<file path="config.mk">
export PLATFORM = sky130hd
export DESIGN_NAME = dct8_pipe_core
export DESIGN_NICKNAME = d
export VERILOG_FILES = /design/src/rtl/dct8_pkg.sv /design/src/rtl/dct8_input_bfly.sv /design/src/rtl/dct8_even_path.sv /design/src/rtl/dct8_odd_path.sv /design/src/rtl/dct8_valid_pipe.sv /design/src/rtl/dct8_pipe_core.sv
export SDC_FILE = /design/constraint.sdc
export NUM_CORES = 2
export LEC_CHECK = 0
export BUFFER_PORTS_ARGS = -buffer_cell sky130_fd_sc_hd__buf_2
export CAP_MARGIN = 5
export CORE_MARGIN = 4
export CORE_UTILIZATION = 55
export DETAILED_ROUTE_END_ITERATION = 8
export PLACE_DENSITY = 0.78
export SYNTH_ARGS = -nofsm -noshare
export SYNTH_HDL_FRONTEND = slang
export SYNTH_HIERARCHICAL = 1
export SYNTH_SLANG_ARGS = --single-unit
</file>
<file path="constraint.sdc">
create_clock -name clk -period 22.6 [get_ports clk]
set_input_delay 1.13 -clock clk [delete_from_list [all_inputs] [get_ports clk]]
set_output_delay 1.13 -clock clk [all_outputs]
set_load 0.01 [all_outputs]
</file>
<file path="src/rtl/dct8_pkg.sv">
package dct8_pkg;

    localparam int LANES   = 8;
    localparam int HALF    = LANES / 2;
    localparam int LAT     = 4;
    localparam int CONST_W = 16;
    localparam int FRAC_W  = 15;

    // Q15 weights, each already multiplied by the 0.5 output scale
    // round(0.5 * cos(m*pi/16) * 2^15); the DC weight is round(2^15 / (2*sqrt(2)))
    localparam logic signed [CONST_W-1:0] W_DC = 16'sd11585;
    localparam logic signed [CONST_W-1:0] W_C1 = 16'sd16069;
    localparam logic signed [CONST_W-1:0] W_C2 = 16'sd15137;
    localparam logic signed [CONST_W-1:0] W_C3 = 16'sd13623;
    localparam logic signed [CONST_W-1:0] W_C5 = 16'sd9102;
    localparam logic signed [CONST_W-1:0] W_C6 = 16'sd6270;
    localparam logic signed [CONST_W-1:0] W_C7 = 16'sd3196;

    // Signed weight applied to difference term col for odd output row
    // (row 0..3 gives coefficient 1,3,5,7)
    function automatic logic signed [CONST_W-1:0] odd_weight(input int row, input int col);
        logic signed [CONST_W-1:0] w;
        w = '0;
        case (row)
            0: case (col)
                   0:       w = W_C1;
                   1:       w = W_C3;
                   2:       w = W_C5;
                   default: w = W_C7;
               endcase
            1: case (col)
                   0:       w = W_C3;
                   1:       w = -W_C7;
                   2:       w = -W_C1;
                   default: w = -W_C5;
               endcase
            2: case (col)
                   0:       w = W_C5;
                   1:       w = -W_C1;
                   2:       w = W_C7;
                   default: w = W_C3;
               endcase
            default: case (col)
                   0:       w = W_C7;
                   1:       w = -W_C5;
                   2:       w = W_C3;
                   default: w = -W_C1;
               endcase
        endcase
        return w;
    endfunction

endpackage

</file>
<file path="src/rtl/dct8_input_bfly.sv">
module dct8_input_bfly
    import dct8_pkg::*;
#(
    parameter int IN_W = 8,
    localparam int S1_W = IN_W + 1
) (
    input  logic                   clk,
    input  logic signed [IN_W-1:0] samp_i [LANES],
    output logic signed [S1_W-1:0] sum_q  [HALF],
    output logic signed [S1_W-1:0] diff_q [HALF]
);

    // Stage 1: mirrored pair sums and differences
    for (genvar i = 0; i < HALF; i++) begin : g_pair
        always_ff @(posedge clk) begin
            sum_q[i]  <= S1_W'(samp_i[i]) + S1_W'(samp_i[LANES-1-i]);
            diff_q[i] <= S1_W'(samp_i[i]) - S1_W'(samp_i[LANES-1-i]);
        end
    end

endmodule

</file>
<file path="src/rtl/dct8_even_path.sv">
module dct8_even_path
    import dct8_pkg::*;
#(
    parameter int S1_W   = 9,
    parameter int OUT_W  = 20,
    parameter int DROP_W = 9,
    localparam int S2_W  = S1_W + 1,
    localparam int ACC_W = OUT_W + DROP_W
) (
    input  logic                    clk,
    input  logic signed [S1_W-1:0]  sum_i  [HALF],
    output logic signed [OUT_W-1:0] coef_q [HALF]   // coefficients 0,2,4,6
);

    localparam logic signed [ACC_W-1:0] KX_DC = ACC_W'(W_DC);
    localparam logic signed [ACC_W-1:0] KX_C2 = ACC_W'(W_C2);
    localparam logic signed [ACC_W-1:0] KX_C6 = ACC_W'(W_C6);

    // Stage 2: 4-point split
    logic signed [S2_W-1:0] a_q [HALF];
    always_ff @(posedge clk) begin
        a_q[0] <= S2_W'(sum_i[0]) + S2_W'(sum_i[3]);
        a_q[1] <= S2_W'(sum_i[1]) + S2_W'(sum_i[2]);
        a_q[2] <= S2_W'(sum_i[1]) - S2_W'(sum_i[2]);
        a_q[3] <= S2_W'(sum_i[0]) - S2_W'(sum_i[3]);
    end

    logic signed [ACC_W-1:0] ax [HALF];
    for (genvar i = 0; i < HALF; i++) begin : g_ext
        assign ax[i] = ACC_W'(a_q[i]);
    end

    // Stage 3: 2-point transform plus rotation products
    logic signed [ACC_W-1:0] p_dc_q, p_ac4_q, p2a_q, p2b_q, p6a_q, p6b_q;
    always_ff @(posedge clk) begin
        p_dc_q  <= (ax[0] + ax[1]) * KX_DC;
        p_ac4_q <= (ax[0] - ax[1]) * KX_DC;
        p2a_q   <= ax[3] * KX_C2;
        p2b_q   <= ax[2] * KX_C6;
        p6a_q   <= ax[3] * KX_C6;
        p6b_q   <= ax[2] * KX_C2;
    end

    // Stage 4: combine and drop the low fractional bits
    logic signed [ACC_W-1:0] acc [HALF];
    always_comb begin
        acc[0] = p_dc_q;
        acc[1] = p2a_q + p2b_q;
        acc[2] = p_ac4_q;
        acc[3] = p6a_q - p6b_q;
    end

    for (genvar j = 0; j < HALF; j++) begin : g_out
        always_ff @(posedge clk) begin
            coef_q[j] <= OUT_W'(acc[j] >>> DROP_W);
        end
    end

endmodule

</file>
<file path="src/rtl/dct8_odd_path.sv">
module dct8_odd_path
    import dct8_pkg::*;
#(
    parameter int S1_W   = 9,
    parameter int OUT_W  = 20,
    parameter int DROP_W = 9,
    localparam int ACC_W = OUT_W + DROP_W
) (
    input  logic                    clk,
    input  logic signed [S1_W-1:0]  diff_i [HALF],
    output logic signed [OUT_W-1:0] coef_q [HALF]   // coefficients 1,3,5,7
);

    // Stage 2: sign-extend and align with the even branch
    logic signed [ACC_W-1:0] dx_q [HALF];
    for (genvar i = 0; i < HALF; i++) begin : g_dly
        always_ff @(posedge clk) begin
            dx_q[i] <= ACC_W'(diff_i[i]);
        end
    end

    for (genvar j = 0; j < HALF; j++) begin : g_rot
        localparam logic signed [ACC_W-1:0] WX0 = ACC_W'(odd_weight(j, 0));
        localparam logic signed [ACC_W-1:0] WX1 = ACC_W'(odd_weight(j, 1));
        localparam logic signed [ACC_W-1:0] WX2 = ACC_W'(odd_weight(j, 2));
        localparam logic signed [ACC_W-1:0] WX3 = ACC_W'(odd_weight(j, 3));

        logic signed [ACC_W-1:0] part_lo_q, part_hi_q, total;

        // Stage 3: two partial weighted sums
        always_ff @(posedge clk) begin
            part_lo_q <= dx_q[0] * WX0 + dx_q[1] * WX1;
            part_hi_q <= dx_q[2] * WX2 + dx_q[3] * WX3;
        end

        assign total = part_lo_q + part_hi_q;

        // Stage 4: final sum, truncation toward minus infinity
        always_ff @(posedge clk) begin
            coef_q[j] <= OUT_W'(total >>> DROP_W);
        end
    end

endmodule

</file>
<file path="src/rtl/dct8_valid_pipe.sv">
module dct8_valid_pipe #(
    parameter int DEPTH = 4
) (
    input  logic clk,
    input  logic rst,
    input  logic vld_i,
    output logic vld_o
);

    logic [DEPTH-1:0] stage_q;

    always_ff @(posedge clk) begin
        if (rst) begin
            stage_q <= '0;
        end else begin
            stage_q[0] <= vld_i;
            for (int i = 1; i < DEPTH; i++) begin
                stage_q[i] <= stage_q[i-1];
            end
        end
    end

    assign vld_o = stage_q[DEPTH-1];

endmodule

</file>
<file path="src/rtl/dct8_pipe_core.sv">
module dct8_pipe_core
    import dct8_pkg::*;
#(
    parameter int IN_W   = 8,
    parameter int OUT_W  = 20,
    parameter int DROP_W = 9
) (
    input  logic                     clk,
    input  logic                     rst,
    input  logic                     in_valid,
    input  logic [LANES*IN_W-1:0]    in_samples,
    output logic                     out_valid,
    output logic [LANES*OUT_W-1:0]   out_coefs
);

    localparam int S1_W = IN_W + 1;

    logic signed [IN_W-1:0]  samp     [LANES];
    logic signed [S1_W-1:0]  pair_sum [HALF];
    logic signed [S1_W-1:0]  pair_dif [HALF];
    logic signed [OUT_W-1:0] even_c   [HALF];
    logic signed [OUT_W-1:0] odd_c    [HALF];

    for (genvar n = 0; n < LANES; n++) begin : g_unpack
        assign samp[n] = in_samples[n*IN_W +: IN_W];
    end

    dct8_input_bfly #(.IN_W(IN_W)) bfly_i (
        .clk    (clk),
        .samp_i (samp),
        .sum_q  (pair_sum),
        .diff_q (pair_dif)
    );

    dct8_even_path #(.S1_W(S1_W), .OUT_W(OUT_W), .DROP_W(DROP_W)) even_i (
        .clk    (clk),
        .sum_i  (pair_sum),
        .coef_q (even_c)
    );

    dct8_odd_path #(.S1_W(S1_W), .OUT_W(OUT_W), .DROP_W(DROP_W)) odd_i (
        .clk    (clk),
        .diff_i (pair_dif),
        .coef_q (odd_c)
    );

    dct8_valid_pipe #(.DEPTH(LAT)) vpipe_i (
        .clk   (clk),
        .rst   (rst),
        .vld_i (in_valid),
        .vld_o (out_valid)
    );

    for (genvar j = 0; j < HALF; j++) begin : g_pack
        assign out_coefs[(2*j)*OUT_W   +: OUT_W] = even_c[j];
        assign out_coefs[(2*j+1)*OUT_W +: OUT_W] = odd_c[j];
    end

endmodule

</file>
* Word-level counts from Yosys, hierarchy flattened
Memories as Yosys holds them, arrays and structs flattened.
Index checks and enable logic that the tools add are counted.
** Storage, ports and cells
- Register bits after elaboration :: 640
- Bits in writable memories :: 156
- Input port bits :: 67
- Output and inout bits :: 161
- Logic and storage cells :: 83
- Memories :: 2
** Memories
- odd_i.dx_q :: words 4, width 29, read ports 4, clocked after memory_dff 0, wr ports 4, line dct8_odd_path.sv:15 : logic signed [ACC_W-1:0] dx_q [HALF];
- even_i.a_q :: words 4, width 10, read ports 4, clocked after memory_dff 0, wr ports 4, line dct8_even_path.sv:20 : logic signed [S2_W-1:0] a_q [HALF];
** Cells by class
- Add/subtract/negate cells :: 28
- $mul :: 22
** Operators by type and width (number)
- $add A29 B29 Y29 :: 13
- $mul A29 B15 Y29 const B :: 10
- $mul A29 B11 Y27 const B :: 4
- $mul A29 B14 Y28 const B :: 4
- $mul A10 B15 Y25 const B :: 2
- $mul A10 B13 Y23 const B :: 2
- $add A8 B8 Y9 :: 4
- $sub A8 B8 Y9 :: 4
- $sub A29 B29 Y29 :: 1
- $add A9 B9 Y10 :: 2
- $sub A9 B9 Y10 :: 2
- $add A10 B10 Y11 :: 1
- $sub A10 B10 Y11 :: 1

* Depth between registers and ports, before layout
An unclocked memory read counts as a cell.
- Depth after elaboration :: 3
- Gate-level depth with buffers :: 38
- Depth with buffers taken out :: 37

* Cells and area by module
Netlist, hierarchy kept.
** Modules (own cells, without submodules)
- dct8_odd_path :: times used 1, cells an instance 6306, area each 59883.7 um^2, seq. area each 6826.5 um^2
- dct8_even_path :: times used 1, cells an instance 2189, area each 21514.4 um^2, seq. area each 4804.6 um^2
- dct8_input_bfly :: times used 1, cells an instance 467, area each 4255.3 um^2, seq. area each 1361.3 um^2
- dct8_valid_pipe :: times used 1, cells an instance 8, area each 105.1 um^2, seq. area each 80.1 um^2

* Least setup slack after synthesis
No wires, ideal clock.
- Kind :: reg-to-reg
- Start :: memory odd_i/dx_q[3][27] (netlist name)
- End :: register odd_i.g_rot[1].part_hi_q[27]
- Setup time :: 0.133 ns
- Data arrival time :: 10.485 ns
- Data required time :: 22.467 ns
- Path slack :: 11.981 ns
- Cell stages (with the launch flop) :: 33
- Buffers on the path :: 1
- Clock period less this slack :: 10.619 ns
- Cells stage by stage :: dfxtp_1 clkinv_1 buf_1 fa_1 inv_1 ha_1 inv_1 fa_1 inv_1 fa_1 ha_1 ha_1 nand2_1 o21ai_1 nor2_1 xnor2_1 ha_1 inv_1 fa_1 inv_1 fa_1 inv_1 fa_1 inv_1 ha_1 a21o_1 a221oi_1 o211ai_2 a2111oi_2 o311a_1 o21a_2 mux2i_1 o2111ai_1
** RTL lines
- start, declared :: line dct8_odd_path.sv:15
- end signal, assigned :: line dct8_odd_path.sv:33 : part_hi_q <= dx_q[2] * WX2 + dx_q[3] * WX3;
- end, declared :: line dct8_odd_path.sv:28 : logic signed [ACC_W-1:0] part_lo_q, part_hi_q, total;

==> impl_metrics.py <==
metrics = {
    "clock_network": {
        "holdBufCountCts": 0,
        "cts-root-buf": "clkbuf_16",
        "clk_latency_ps": 700,
        "clockBufferDepth": 3,
        "ctsHtreeMaxLevel": 3,
        "post_cts_resized": 0,
        "cts_made_buffers": 78,
        "clkSinkCount": 653,
        "tritoncts": "built",
        "cts.reportedPaths.clkPinSlew_ps": 70,
        "postCtsSetupBuffers": 0,
    },
    "synthesis": {
        "muxShareOfSynthArea_pct": 0.514,
        "synth_top_family_by_area": "adder cells",
        "synth_cell_types": 107,
        "yosys-top-cells-area": "ha_1, fa_1, dfxtp_1, inv_1, xnor2_1",
        "syn_avg_cell_area_sq_um": 9.56,
        "synth_simple_gate_area_share_pct": 7.15,
        "synth-seq-cells": 653,
        "mappedNetlistArea_sq_mm": 0.0858,
        "ys_seq_area_share_pct": 15.2,
        "synth_top_area_share_pct": 27.0,
        "synth_edf_count": 0,
        "synth_area_leader_cell": "ha_1",
        "syn_nets": 11880,
        "syn_inst": 8970,
        "synth_common_cells": "inv_1, ha_1, fa_1",
        "synth-main-ff-cell": "dfxtp_1",
        "synth_xor_area_share_pct": 7.23,
        "synth_compound_area_share_pct": 10.4,
        "yosysWarnings": 6,
        "ys_async_sr_fraction_pct": 0,
        "synth-adder-area-share_pct": 50.1,
        "post-synth-top-count-cell": "inv_1",
    },
    "worst_setup_path": {
        "crit_path_max_fanout": 13,
        "worst-endpoint-required_ps": 23130,
        "start_kind": "flop",
        "cp_common_cell": "inv_1",
        "end_kind": "flop",
        "critPathKind": "reg2reg",
        "reg2regPathDepth": 32,
        "slowest_stage": "dfxtp_1",
        "worstPathArrival_ps": 9910,
        "slowest_delay_ps": 960,
    },
    "place": {
        "dpl.hpwl_um": 206000,
        "portBuffers": 227,
        "globalplace.congestion": 1.02,
    },
    "global_route": {
        "met2_usage_pct": 48.3,
        "use_met3_pct": 5.65,
        "first_global_vias": 64856,
        "antenna_found_initial": 9,
        "use_met1_pct": 38.6,
        "grt_max_degree": 64,
        "top_usage_layer": "met2",
        "grt_pass1_wl_um": 370000,
        "grt.total_usage_pct": 29.6,
        "gr-total-overflow": 0,
    },
    "cells_and_area": {
        "drive_above_1_share_pct": 5.99,
        "multi_input_area_sq_mm": 0.0647,
        "areaGrowthSynthToFinish_pct": 7.50,
        "num-nets-final": 12174,
        "ff_latch_area_sq_mm": 0.0131,
        "fill_cells": 12949,
    },
    "die": {
        "rows": 144,
        "start_util_pct": 55.5,
        "fp.dieH_um": 403,
        "pin_count": 228,
        "coreArea_sq_mm": 0.155,
        "die_area_sq_mm": 0.162,
        "chipWidth_um": 403,
    },
    "sta": {
        "post-route-period-util_pct": 41.5,
        "rsz0062_at_grt": "no",
        "finalSetupViolations": 0,
        "setup_tns_ps": 0,
        "hold_ws_ps": 316,
        "hold_viol": 0,
        "fin_skew_ps": 55.1,
        "slew_viol_final": 0,
        "fmax_mhz": 107,
        "relSlewSlack_pct": 28.7,
        "worstMarginPinSlew_ps": 1060,
        "period_needed_ps": 9380,
    },
    "routing": {
        "drtPass1Iterations": 6,
        "ant_nets": 0,
        "vias": 62364,
        "drt-total-wl_um": 240000,
        "drtIter0Drc": 4241,
        "wire_per_inst_um": 21.1,
        "drc_errors": 0,
        "vias_per_cell": 5.48,
    },
    "status": {
        "outcome": "complete, no violations",
    },
    "hold_path": {
        "hold_path.class": "reg2reg",
        "hold_depth": 0,
    },
    "job": {
        "maxCapViolCount": 0,
    },
}
## state kept, by name, indices dropped and copies added (netlist names)
signal,cells
bfly_i/diff_q,35
bfly_i/sum_q,33
even_i/a_q,38
even_i/coef_q,74
even_i/p2a_q,25
even_i/p2b_q,22
even_i/p6a_q,22
even_i/p6b_q,25
even_i/p_ac4_q,17
even_i/p_dc_q,17
odd_i/coef_q,80
odd_i/dx_q,36
odd_i/g_rot.part_hi_q,112
odd_i/g_rot.part_lo_q,113
vpipe_i/stage_q,4
## area by class of cell
class	count	area share, %
antenna	7	0.0190
clock buffer	96	2.29
clock inverter	46	0.593
inverter	2051	8.35
multi-input combinational	6209	70.2
sequential	653	14.2
tap	2044	2.77
timing repair buffer	271	1.59
## path summary, 6_finish.rpt
kind                      from                            to  slack [ps]
min reg2reg  even_i/p_dc_q[16]             even_i/coef_q[67]         320
max           odd_i/dx_q[3][6]  odd_i/g_rot[1].part_hi_q[27]       13220
max reg2reg   odd_i/dx_q[3][6]  odd_i/g_rot[1].part_hi_q[27]       13220
min          even_i/p_dc_q[16]             even_i/coef_q[67]         320
## kinds of logic (layout without fill, tap and decap cells)
family                     Yosys count  after routing
other                                0              7
adders and majority gates         2843           2843
DFF                                653            653
buffers and inverters             2108           2464
xor gates and xnor gates           708            708
AOI/OAI and AO/OA                 1339           1339
and+or+nand+nor                   1276           1276
muxes                               43             43
## critical path, delay by kind of cell (launching register included)
kind	cells	cell delay, ps
adders and majority gates	12	5110
xor gates and xnor gates	2	320
and+or+nand+nor	3	340
muxes	1	180
buffers and inverters	7	440
AOI/OAI and AO/OA	7	1880
DFF	1	960
## metal layers
layer	part of all wire, %	up-vias
met5	0.011	-
met4	5.2	4
met3	7.6	473
met2	45	2039
met1	42	30240
li1	-	29608
## cell usage in the layout, fill, tap and decap left out, types with 29 or more instances in the layout
cell          n
a21o_1      165
xor2_1      173
o21a_1       79
mux2i_1      35
xnor2_1     535
buf_2       227
a211oi_1     35
or2_2        35
fa_1        989
nand3_1      90
dfxtp_1     647
inv_1      2043
o21ai_0     205
o21bai_1     79
buf_4        44
ha_1       1854
and2_1       29
a31oi_1      44
nand2_1     235
or3_1        29
o21ai_1      39
clkbuf_16    78
nor2b_1      86
nand2b_1     69
nor2_1      434
a21oi_1     428
nor3_1      128
and3_1       51
## per-stage QoR
stage	util [%]	cells	cell area (sq um)	worst slack, ps
6_report	59.6	11377	92200	13220
5_1_grt	59.6	11370	92200	12810
4_1_cts	59.6	11370	92200	13290
3_5_place_dp	57.9	11228	89500	13330
3_3_place_gp	57.9	11228	89500	13470
2_1_floorplan	-	8970	85800	11980
Power is not shown: default switching activity piles up to over one toggle a cycle in this logic, so the estimate is an artifact.
